<file path="src/rtl/cr_pkg.sv">
package cr_pkg;
    localparam int FIELD_W  = 4;
    localparam int NUM_OPS  = 6;

    // strobe positions, lower index has priority
    localparam int OP_SIGN  = 0;
    localparam int OP_CMP   = 1;
    localparam int OP_STC   = 2;
    localparam int OP_BIT   = 3;
    localparam int OP_MOVE  = 4;
    localparam int OP_LOAD  = 5;

    // position of each flag inside a field
    localparam int POS_LT = 3;
    localparam int POS_GT = 2;
    localparam int POS_EQ = 1;
    localparam int POS_SO = 0;

    typedef enum logic [2:0] {
        BL_AND  = 3'd0,
        BL_OR   = 3'd1,
        BL_XOR  = 3'd2,
        BL_NAND = 3'd3,
        BL_NOR  = 3'd4,
        BL_XNOR = 3'd5,
        BL_ANDC = 3'd6,
        BL_ORC  = 3'd7
    } bl_func_e;
endpackage

</file>
<file path="src/rtl/cr_sign_class.sv">
module cr_sign_class
    import cr_pkg::*;
#(
    parameter int DATA_W = 32
) (
    input  logic [DATA_W-1:0]  value_i,
    input  logic               so_i,
    output logic [FIELD_W-1:0] field_o
);
    always_comb begin
        field_o = '0;
        if (value_i[DATA_W-1]) begin
            field_o[POS_LT] = 1'b1;
        end else if (value_i != '0) begin
            field_o[POS_GT] = 1'b1;
        end else begin
            field_o[POS_EQ] = 1'b1;
        end
        field_o[POS_SO] = so_i;
    end


    sign_onehot_chk: assert final ($onehot(field_o[FIELD_W-1:1]));
endmodule

</file>
<file path="src/rtl/cr_bit_logic.sv">
module cr_bit_logic
    import cr_pkg::*;
(
    input  logic [2:0] func_i,
    input  logic       a_i,
    input  logic       b_i,
    output logic       y_o
);
    always_comb begin
        unique case (bl_func_e'(func_i))
            BL_AND:  y_o =   a_i & b_i;
            BL_OR:   y_o =   a_i | b_i;
            BL_XOR:  y_o =   a_i ^ b_i;
            BL_NAND: y_o = ~(a_i & b_i);
            BL_NOR:  y_o = ~(a_i | b_i);
            BL_XNOR: y_o = ~(a_i ^ b_i);
            BL_ANDC: y_o =   a_i & ~b_i;
            BL_ORC:  y_o =   a_i | ~b_i;
            default: y_o = 1'b0;
        endcase
    end
endmodule

</file>
<file path="src/rtl/cr_unit.sv">
module cr_unit
    import cr_pkg::*;
#(
    parameter int NFIELD = 8,
    parameter int DATA_W = 32
) (
    input  logic                                 clk,
    input  logic                                 rst_n,
    input  logic [5:0]                           op_stb,
    input  logic                                 sum_ovf,
    input  logic [DATA_W-1:0]                    res_val,
    input  logic [$clog2(NFIELD)-1:0]            cmp_fld,
    input  logic [3:0]                           cmp_val,
    input  logic                                 st_ok,
    input  logic [2:0]                           bl_func,
    input  logic [$clog2(NFIELD*4)-1:0]          bl_a,
    input  logic [$clog2(NFIELD*4)-1:0]          bl_b,
    input  logic [$clog2(NFIELD*4)-1:0]          bl_d,
    input  logic [$clog2(NFIELD)-1:0]            mv_src,
    input  logic [$clog2(NFIELD)-1:0]            mv_dst,
    input  logic [NFIELD-1:0]                    ld_mask,
    input  logic [NFIELD*4-1:0]                  ld_val,
    input  logic [$clog2(NFIELD*4)-1:0]          rd_idx,
    output logic [NFIELD*4-1:0]                  cr_word,
    output logic                                 rd_bit
);
    localparam int CR_W   = NFIELD * FIELD_W;
    localparam int IDX_W  = $clog2(CR_W);
    localparam int FSEL_W = $clog2(NFIELD);
    localparam logic [IDX_W-1:0] TOP_IDX = IDX_W'(CR_W - 1);

    typedef struct packed {
        logic [CR_W-1:0] cr;
    } state_t;

    state_t state_d, state_q;

    // low bit of field f in the word (field 0 is the top nibble)
    function automatic logic [IDX_W-1:0] fld_lsb(input logic [FSEL_W-1:0] f);
        return IDX_W'((NFIELD - 1 - int'(f)) * FIELD_W);
    endfunction

    // sign classification of the result
    logic [FIELD_W-1:0] sign_field;
    cr_sign_class #(.DATA_W(DATA_W)) u_sign (
        .value_i (res_val),
        .so_i    (sum_ovf),
        .field_o (sign_field)
    );

    // bit-logic operands, MSB-first numbering
    logic bit_a, bit_b, bit_y;
    assign bit_a = state_q.cr[TOP_IDX - bl_a];
    assign bit_b = state_q.cr[TOP_IDX - bl_b];

    cr_bit_logic u_blog (
        .func_i (bl_func),
        .a_i    (bit_a),
        .b_i    (bit_b),
        .y_o    (bit_y)
    );

    // masked-load merge, one slice per field
    logic [CR_W-1:0] load_merged;
    for (genvar f = 0; f < NFIELD; f++) begin : g_load
        localparam int LSB = (NFIELD - 1 - f) * FIELD_W;
        assign load_merged[LSB +: FIELD_W] = ld_mask[NFIELD-1-f]
                                           ? ld_val[LSB +: FIELD_W]
                                           : state_q.cr[LSB +: FIELD_W];
    end

    logic [FIELD_W-1:0] cmp_field;
    logic [FIELD_W-1:0] stc_field;
    logic [FIELD_W-1:0] move_field;
    assign cmp_field  = {cmp_val[FIELD_W-1:1], sum_ovf};
    assign stc_field  = {2'b00, st_ok, sum_ovf};
    assign move_field = state_q.cr[fld_lsb(mv_src) +: FIELD_W];

    always_comb begin
        state_d = state_q;
        if (op_stb[OP_SIGN]) begin
            state_d.cr[fld_lsb('0) +: FIELD_W] = sign_field;
        end else if (op_stb[OP_CMP]) begin
            state_d.cr[fld_lsb(cmp_fld) +: FIELD_W] = cmp_field;
        end else if (op_stb[OP_STC]) begin
            state_d.cr[fld_lsb('0) +: FIELD_W] = stc_field;
        end else if (op_stb[OP_BIT]) begin
            state_d.cr[TOP_IDX - bl_d] = bit_y;
        end else if (op_stb[OP_MOVE]) begin
            state_d.cr[fld_lsb(mv_dst) +: FIELD_W] = move_field;
        end else if (op_stb[OP_LOAD]) begin
            state_d.cr = load_merged;
        end
    end

    always_ff @(posedge clk) begin
        if (!rst_n) begin
            state_q <= '0;
        end else begin
            state_q <= state_d;
        end
    end

    assign cr_word = state_q.cr;
    assign rd_bit  = state_q.cr[TOP_IDX - rd_idx];


    idle_hold_chk: assert property (@(posedge clk) disable iff (!rst_n)
        (op_stb == '0) |=> $stable(cr_word));


    sign_one_flag_chk: assert property (@(posedge clk) disable iff (!rst_n)
        op_stb[OP_SIGN] |=> ($countones(cr_word[CR_W-1 -: 3]) == 1
                             && cr_word[CR_W-4] == $past(sum_ovf)));


    cmp_so_chk: assert property (@(posedge clk) disable iff (!rst_n)
        (op_stb == 6'b000010) |=> cr_word[fld_lsb($past(cmp_fld))] == $past(sum_ovf));


    stc_field_chk: assert property (@(posedge clk) disable iff (!rst_n)
        (op_stb == 6'b000100) |=> (cr_word[CR_W-1 -: 2] == 2'b00
                                   && cr_word[CR_W-3] == $past(st_ok)
                                   && $stable(cr_word[CR_W-5:0])));


    move_copy_chk: assert property (@(posedge clk) disable iff (!rst_n)
        (op_stb == 6'b010000) |=> cr_word[fld_lsb($past(mv_dst)) +: FIELD_W]
                                  == $past(cr_word[fld_lsb(mv_src) +: FIELD_W]));


    load_empty_chk: assert property (@(posedge clk) disable iff (!rst_n)
        (op_stb == 6'b100000 && ld_mask == '0) |=> $stable(cr_word));


    prio_sign_chk: assert property (@(posedge clk) disable iff (!rst_n)
        (op_stb[OP_SIGN] && op_stb[OP_LOAD]) |=> $stable(cr_word[CR_W-5:0]));
endmodule

</file>
<file path="config.mk">
export PLATFORM = sky130hd
export DESIGN_NAME = cr_unit
export DESIGN_NICKNAME = d
export VERILOG_FILES = /design/src/rtl/cr_pkg.sv /design/src/rtl/cr_sign_class.sv /design/src/rtl/cr_bit_logic.sv /design/src/rtl/cr_unit.sv
export SDC_FILE = /design/constraint.sdc
export NUM_CORES = 1
export LEC_CHECK = 0
export BUFFER_PORTS_ARGS = -buffer_cell sky130_fd_sc_hd__buf_4
export CAP_MARGIN = 20
export CORE_ASPECT_RATIO = 1.1
export CORE_MARGIN = 2
export CORE_UTILIZATION = 42
export CTS_BUF_LIST = sky130_fd_sc_hd__clkbuf_8
export DETAILED_ROUTE_END_ITERATION = 16
export PLACE_DENSITY_LB_ADDON = 0.05
export SLEW_MARGIN = 10
export SYNTH_ARGS = -nofsm -noshare
export SYNTH_HDL_FRONTEND = slang
export SYNTH_SLANG_ARGS = --single-unit
</file>
<file path="constraint.sdc">
create_clock -name clk -period 12.3 [get_ports clk]
set_clock_uncertainty 0.1 [all_clocks]
set_input_delay 3.075 -clock clk [delete_from_list [all_inputs] [get_ports clk]]
set_output_delay 3.075 -clock clk [all_outputs]
set_load 0.01 [all_outputs]
</file>
=== After elaboration in Yosys (flattened, before gate mapping) ===
Cells that the tools add are included.

* Register bits after elaboration: 32
* Input bits: 118

* $add $sub $neg: 9
* Magnitude comparators: 5
* Eq/ne operators: 8
* Shift operators: 5
* Mux-type cells: 31
* Bitwise operators: 10
* Reduce and logical (&&, ||, !) cells: 21

{| class="wikitable"
|+ Operators by type and width
! kind !! count
|-
| 32-bit 2-to-1 mux || 4
|-
| 32-bit bitwise mux || 3
|-
| 4-bit by 7-bit variable shift with 32-bit output, first input constant || 2
|-
| 4-bit by 7-bit variable part select with 32-bit output || 2
|-
| 4-bit 2-to-1 mux || 10
|-
| 32-bit nonzero test || 1
|-
| 4-bit nonzero test || 8
|-
| 32-bit by 6-bit variable part select with 4-bit output || 1
|-
| 28-bit 2-to-1 mux || 1
|-
| 4-bit AND reduction || 7
|-
| 5-bit by 6-bit < comparator with 1-bit output, second input constant || 4
|-
| 5-bit subtractor, first input constant || 4
|-
| 1-bit binary-select mux with 5-bit select || 3
|-
| 5-bit negator with 7-bit output || 2
|-
| 3-bit == test, second input constant || 4
|-
| 6-bit nonzero test || 2
|-
| 3-bit subtractor, first input constant || 3
|-
| 1-bit case mux with 8 select lines || 1
|-
| 1-bit 2-to-1 mux || 7
|-
| 3-bit by 2-bit == test with 1-bit output, second input constant || 2
|-
| 1-bit demux with 5-bit select || 1
|-
| 5-bit by 1-bit greater-or-equal comparator with 1-bit output, second input constant || 1
|-
| 1-bit inverter || 5
|-
| 3-bit by 1-bit == test with 1-bit output, second input constant || 1
|-
| other kinds (8) || 10
|}

=== Depth between registers and ports, before layout ===
* Depth after elaboration: 11
* Mapped depth: 13
* Gate-level depth less buffers: 11

=== Cells and area by module ===
Synthesis repeated with hierarchy kept, for this count alone.

* Cell total of the unflattened synthesis: 499
* Area total of the unflattened synthesis: 4247.8 µm²

{| class="wikitable"
|+ By module, submodules not included
! module !! times used !! cells each !! area each (µm²) !! seq. area each (µm²)
|-
| cr_unit || 1 || 467 || 4003.8 || 640.6
|-
| cr_bit_logic || 1 || 18 || 133.9 || 0.0
|-
| cr_sign_class || 1 || 14 || 110.1 || 0.0
|}

=== Least setup slack after synthesis ===
Ideal clock, no wire load.

* Kind: input port to output port
* Start: input rd_idx[0]
* End: output rd_bit
* Data arrival time: 4.726 ns
* Data required time: 9.125 ns
* Slack: 4.399 ns
* Cell stages on the path: 4
* Buffers on the path: 1
* Cells stage by stage: clkbuf_1 > mux4_2 > mux4_2 > mux2_2

* Word-level cells in the longest chain between the ends: 3

{| class="wikitable"
|+ Ends and longest elaborated chain
! what !! RTL line !! RTL
|-
| start: declaration || cr_unit.sv:23 || <nowiki>input logic [$clog2(NFIELD*4)-1:0] rd_idx,</nowiki>
|-
| 5-bit subtractor || cr_unit.sv:105 || <nowiki>assign rd_bit = state_q.cr[TOP_IDX - rd_idx];</nowiki>
|-
| 1-bit binary-select mux with 5-bit select || cr_unit.sv:105 ||
|-
| 1-bit 2-to-1 mux (not written as such) || cr_unit.sv:105 ||
|-
| end: declaration || cr_unit.sv:25 || <nowiki>output logic rd_bit</nowiki>
|}

No other way between the ends. The select of a mux whose other input is x is not followed.

=== Worst setup path after layout ===
Ends and elaborated chain as after synthesis.

==> results_dict.tcl <==
set metrics [dict create \
    final_layout_size_suffix_gt1_frac 0.3371 \
    hold_path_class "reg -> reg" \
    powerDensity_nw_per_um2 68.93 \
    floorplan.core_area_sq_um 9305 \
    drt-total-wl_um 15270 \
    nets 746 \
    yosysWarningCount 0 \
    port-buffer-count 149 \
    clk_path_buf_depth 2 \
    worst_slew_margin_rel 0.3021 \
    route.vias.total 4850 \
    hold_viol_final 0 \
    yosys.area_share.simple 0.2422 \
    detail_route.drc_violations 0 \
    synthMuxAreaShare 0.2368 \
    slew_viol_final 0 \
    fp.dieW_um 96.92 \
    synth_fa_ha_area_frac 0.02509 \
    antennaDiodeCount 0 \
    place_hpwl_um 12010 \
    first_pass_grt_wire_length_um 24120 \
    async_set_or_reset_flop_fraction_in_the_synthesized_netlist 0 \
    rsz_0062_raised_after_global_routing "false" \
    via_count_of_the_first_global_routing_pass 4483 \
    critical_path.max_fanout 8 \
    cts.clk_slew.worst_paths_ps 60 \
    yosys.cell_types.count 52 \
    mappedNetlistNets 626 \
    crit_path_cell_trace "buf_4, mux4_2, mux4_2, mux2_2, buf_4" \
    grt_max_degree 40 \
    avgViaCountPerCell 6.581 \
    cts-buffers-inserted 5 \
    total_of_endpoints_with_negative_setup_slack_in_the_final_report 0 \
    status "completed" \
    worst_ep_required_time_ps 9120 \
    total_clock_sinks 32 \
    design.die.area_sq_um 10290 \
    route.antenna.remaining_nets 0 \
    synth_compound_gate_area_share 0.2898 \
    synth.ff_latch_count 32 \
    postSynthCellCount 500 \
    cp_top_family "multiplexers" \
    layout-area-overhead-vs-synth_pct 30.74 \
    finalWorstPathRequiredPeriod_ps 7814 \
    synth_area_sq_um 3989 \
    standard_cell_rows 37 \
    timing.hold.worst_path_depth 2 \
    synth_area_per_cell_sq_um 7.978 \
    p_leak_nw 2.083 \
    die_height_um 106.2 \
    max_slew.worst_pin.slew_ps 1045 \
    finalCritPeriodShare 0.6353 \
    globalRouteTotalUtil 0.2897 \
    post_cts_buffers 0 \
    end_kind "output pin" \
    cp_num_cells 5 \
    power.ir.vdd_worst_v 0.00003261 \
    initial_antenna_violation_count 0 \
    synth_xor_xnor_area_share 0 \
    synth.yosys.seq_area_share 0.1606 \
    dp_slack_ps 4473 \
    postLayoutSetupSlackWorst_ps 4486 \
    drt_pass1_iterations 5 \
    clock_latency_ps 280 \
    largest_family_of_logic_cells_by_synthesized_area "compound AO/OA/AOI/OAI gates" \
    timing.critical_path.buf_inv 2 \
    crit_path_start_kind "input pin" \
    cts_root_buffer "clkbuf_8" \
    critPathSlowestCell "mux4_2" \
    setup_total_negative_slack_ps 0 \
    post_synth_top_flop "dfxtp_1" \
    ioPinCount 151 \
    critical_path.max_stage_delay_ps 500 \
    cap_viol_max_count 0 \
    p_total_mw 0.3595 \
    max_freq_ghz 0.1280 \
    ff2ff_path_depth 11 \
    route.detailed.wl_per_inst_um 20.72 \
    cts_tree "built" \
    timing_worst_setup_path_type "in -> out" \
    number_of_synthesized_flops_with_an_enable_pin 0 \
    postCtsHoldBufs 0 \
    grt_remaining_overflow 0 \
    ctsHtreeMaxLevel 2 \
    cts_resized 0 \
    cp.arrival_ps 4640 \
    largest_register_ff_count 32 \
    start_util 0.4287 \
    gp_congestion 0.9174 \
    drtIter0Drc 487 \
]
-- metal layers --
layer	GRT usage	wire, um	up-vias
met5	0	0	-
met4	0.07746	298	0
met3	0.03945	1405	26
met2	0.4856	7349	322
met1	0.3949	6218	2273
li1	-	-	2229
-- worst paths after layout --
check | start | end | slack [ps]
worst min-delay path | cr_word[23] | cr_word[23] | 550
worst max register to register | cr_word[3] | cr_word[30] | 8820
worst max-delay path | rd_idx[0] | rd_bit | 4490
worst min register to register | cr_word[23] | cr_word[23] | 550
-- worst reg2reg max path, cell delays in order (launching register included) --
cell and delay (ps):
dfxtp_1 410, mux4_2 510, mux4_2 480, mux2i_1 270, inv_1 110, ha_1 250, o211ai_1 100, o31ai_1 100
a21oi_1 170, o21a_1 480, and4_1 290, o221a_1 160
-- placed cells by master (no fill, tap or decap), types with 12 or more instances in the layout --
cell type,Yosys,routed
buf_4,0,154
a21oi_1,55,55
nand2_1,51,51
nor2_1,50,50
mux4_2,37,37
dfxtp_1,32,32
o21ai_0,28,28
a31oi_1,25,25
nor2b_1,19,19
nor4_1,12,12
-- cell families (layout without fill, tap and decap cells) --
group / Yosys count / count (layout)
compound gates: 173 / 173
simple gates: 192 / 192
mux: 48 / 48
fa+ha+maj: 8 / 8
flops: 32 / 32
buf+inv: 47 / 167
-- area by class of cell --
class                           instances  area [sq um]
Clock buffer                            5         68.82
Clock inverter                          2         8.758
Fill cell                             885          4090
Inverter                                6         22.52
Multi-Input combinational cell        421          3172
Sequential cell                        32         640.6
Tap cell                              117         146.4
Timing Repair Buffer                  154          1156
-- synthesized netlist by cell type (all sizes together) (2+ instances only) --
library cell	count	area share
and2	5	0.0078
mux4	37	0.21
a2111oi	3	0.0097
nor4b	2	0.0060
a31oi	25	0.039
ha	8	0.025
a21oi	55	0.069
mux2i	10	0.025
o221ai	3	0.0066
dfxtp	32	0.16
a22oi	3	0.0056
o211ai	11	0.021
o221a	18	0.051
nor4	12	0.019
clkbuf	35	0.033
a221oi	10	0.022
o22ai	3	0.0047
nand2	51	0.048
a41oi	2	0.0044
nand4	11	0.017
and3	4	0.0063
nor2b	19	0.030
nand2b	2	0.0031
nand3	10	0.013
o21ai	32	0.040
nor3b	4	0.0075
buf	6	0.0069
or4	4	0.0075
nor3	8	0.010
inv	6	0.0056
o31ai	2	0.0038
nor2	50	0.047
or3	4	0.0063
-- where the power goes --
part           internal (mW)  leakage, nW  switching, mW
sequential             0.111        0.262         0.0158
clock                 0.0376       0.0452         0.0382
combinational         0.0784         1.78         0.0788
-- through the flow --
| stage | cells | util | hold WS, ps | area, sq um |
|---|---|---|---|---|
| after floorplan | 500 | - | 472.2 | 3989 |
| after global placement | 729 | 0.5513 | 520.9 | 5130 |
| after detailed placement | 729 | 0.5513 | 528.0 | 5130 |
| after CTS | 736 | 0.5596 | 541.7 | 5207 |
| after global routing | 737 | 0.5604 | 594.2 | 5215 |
| final | 737 | 0.5604 | 549.1 | 5215 |
Power figures use the tool's default switching activity.
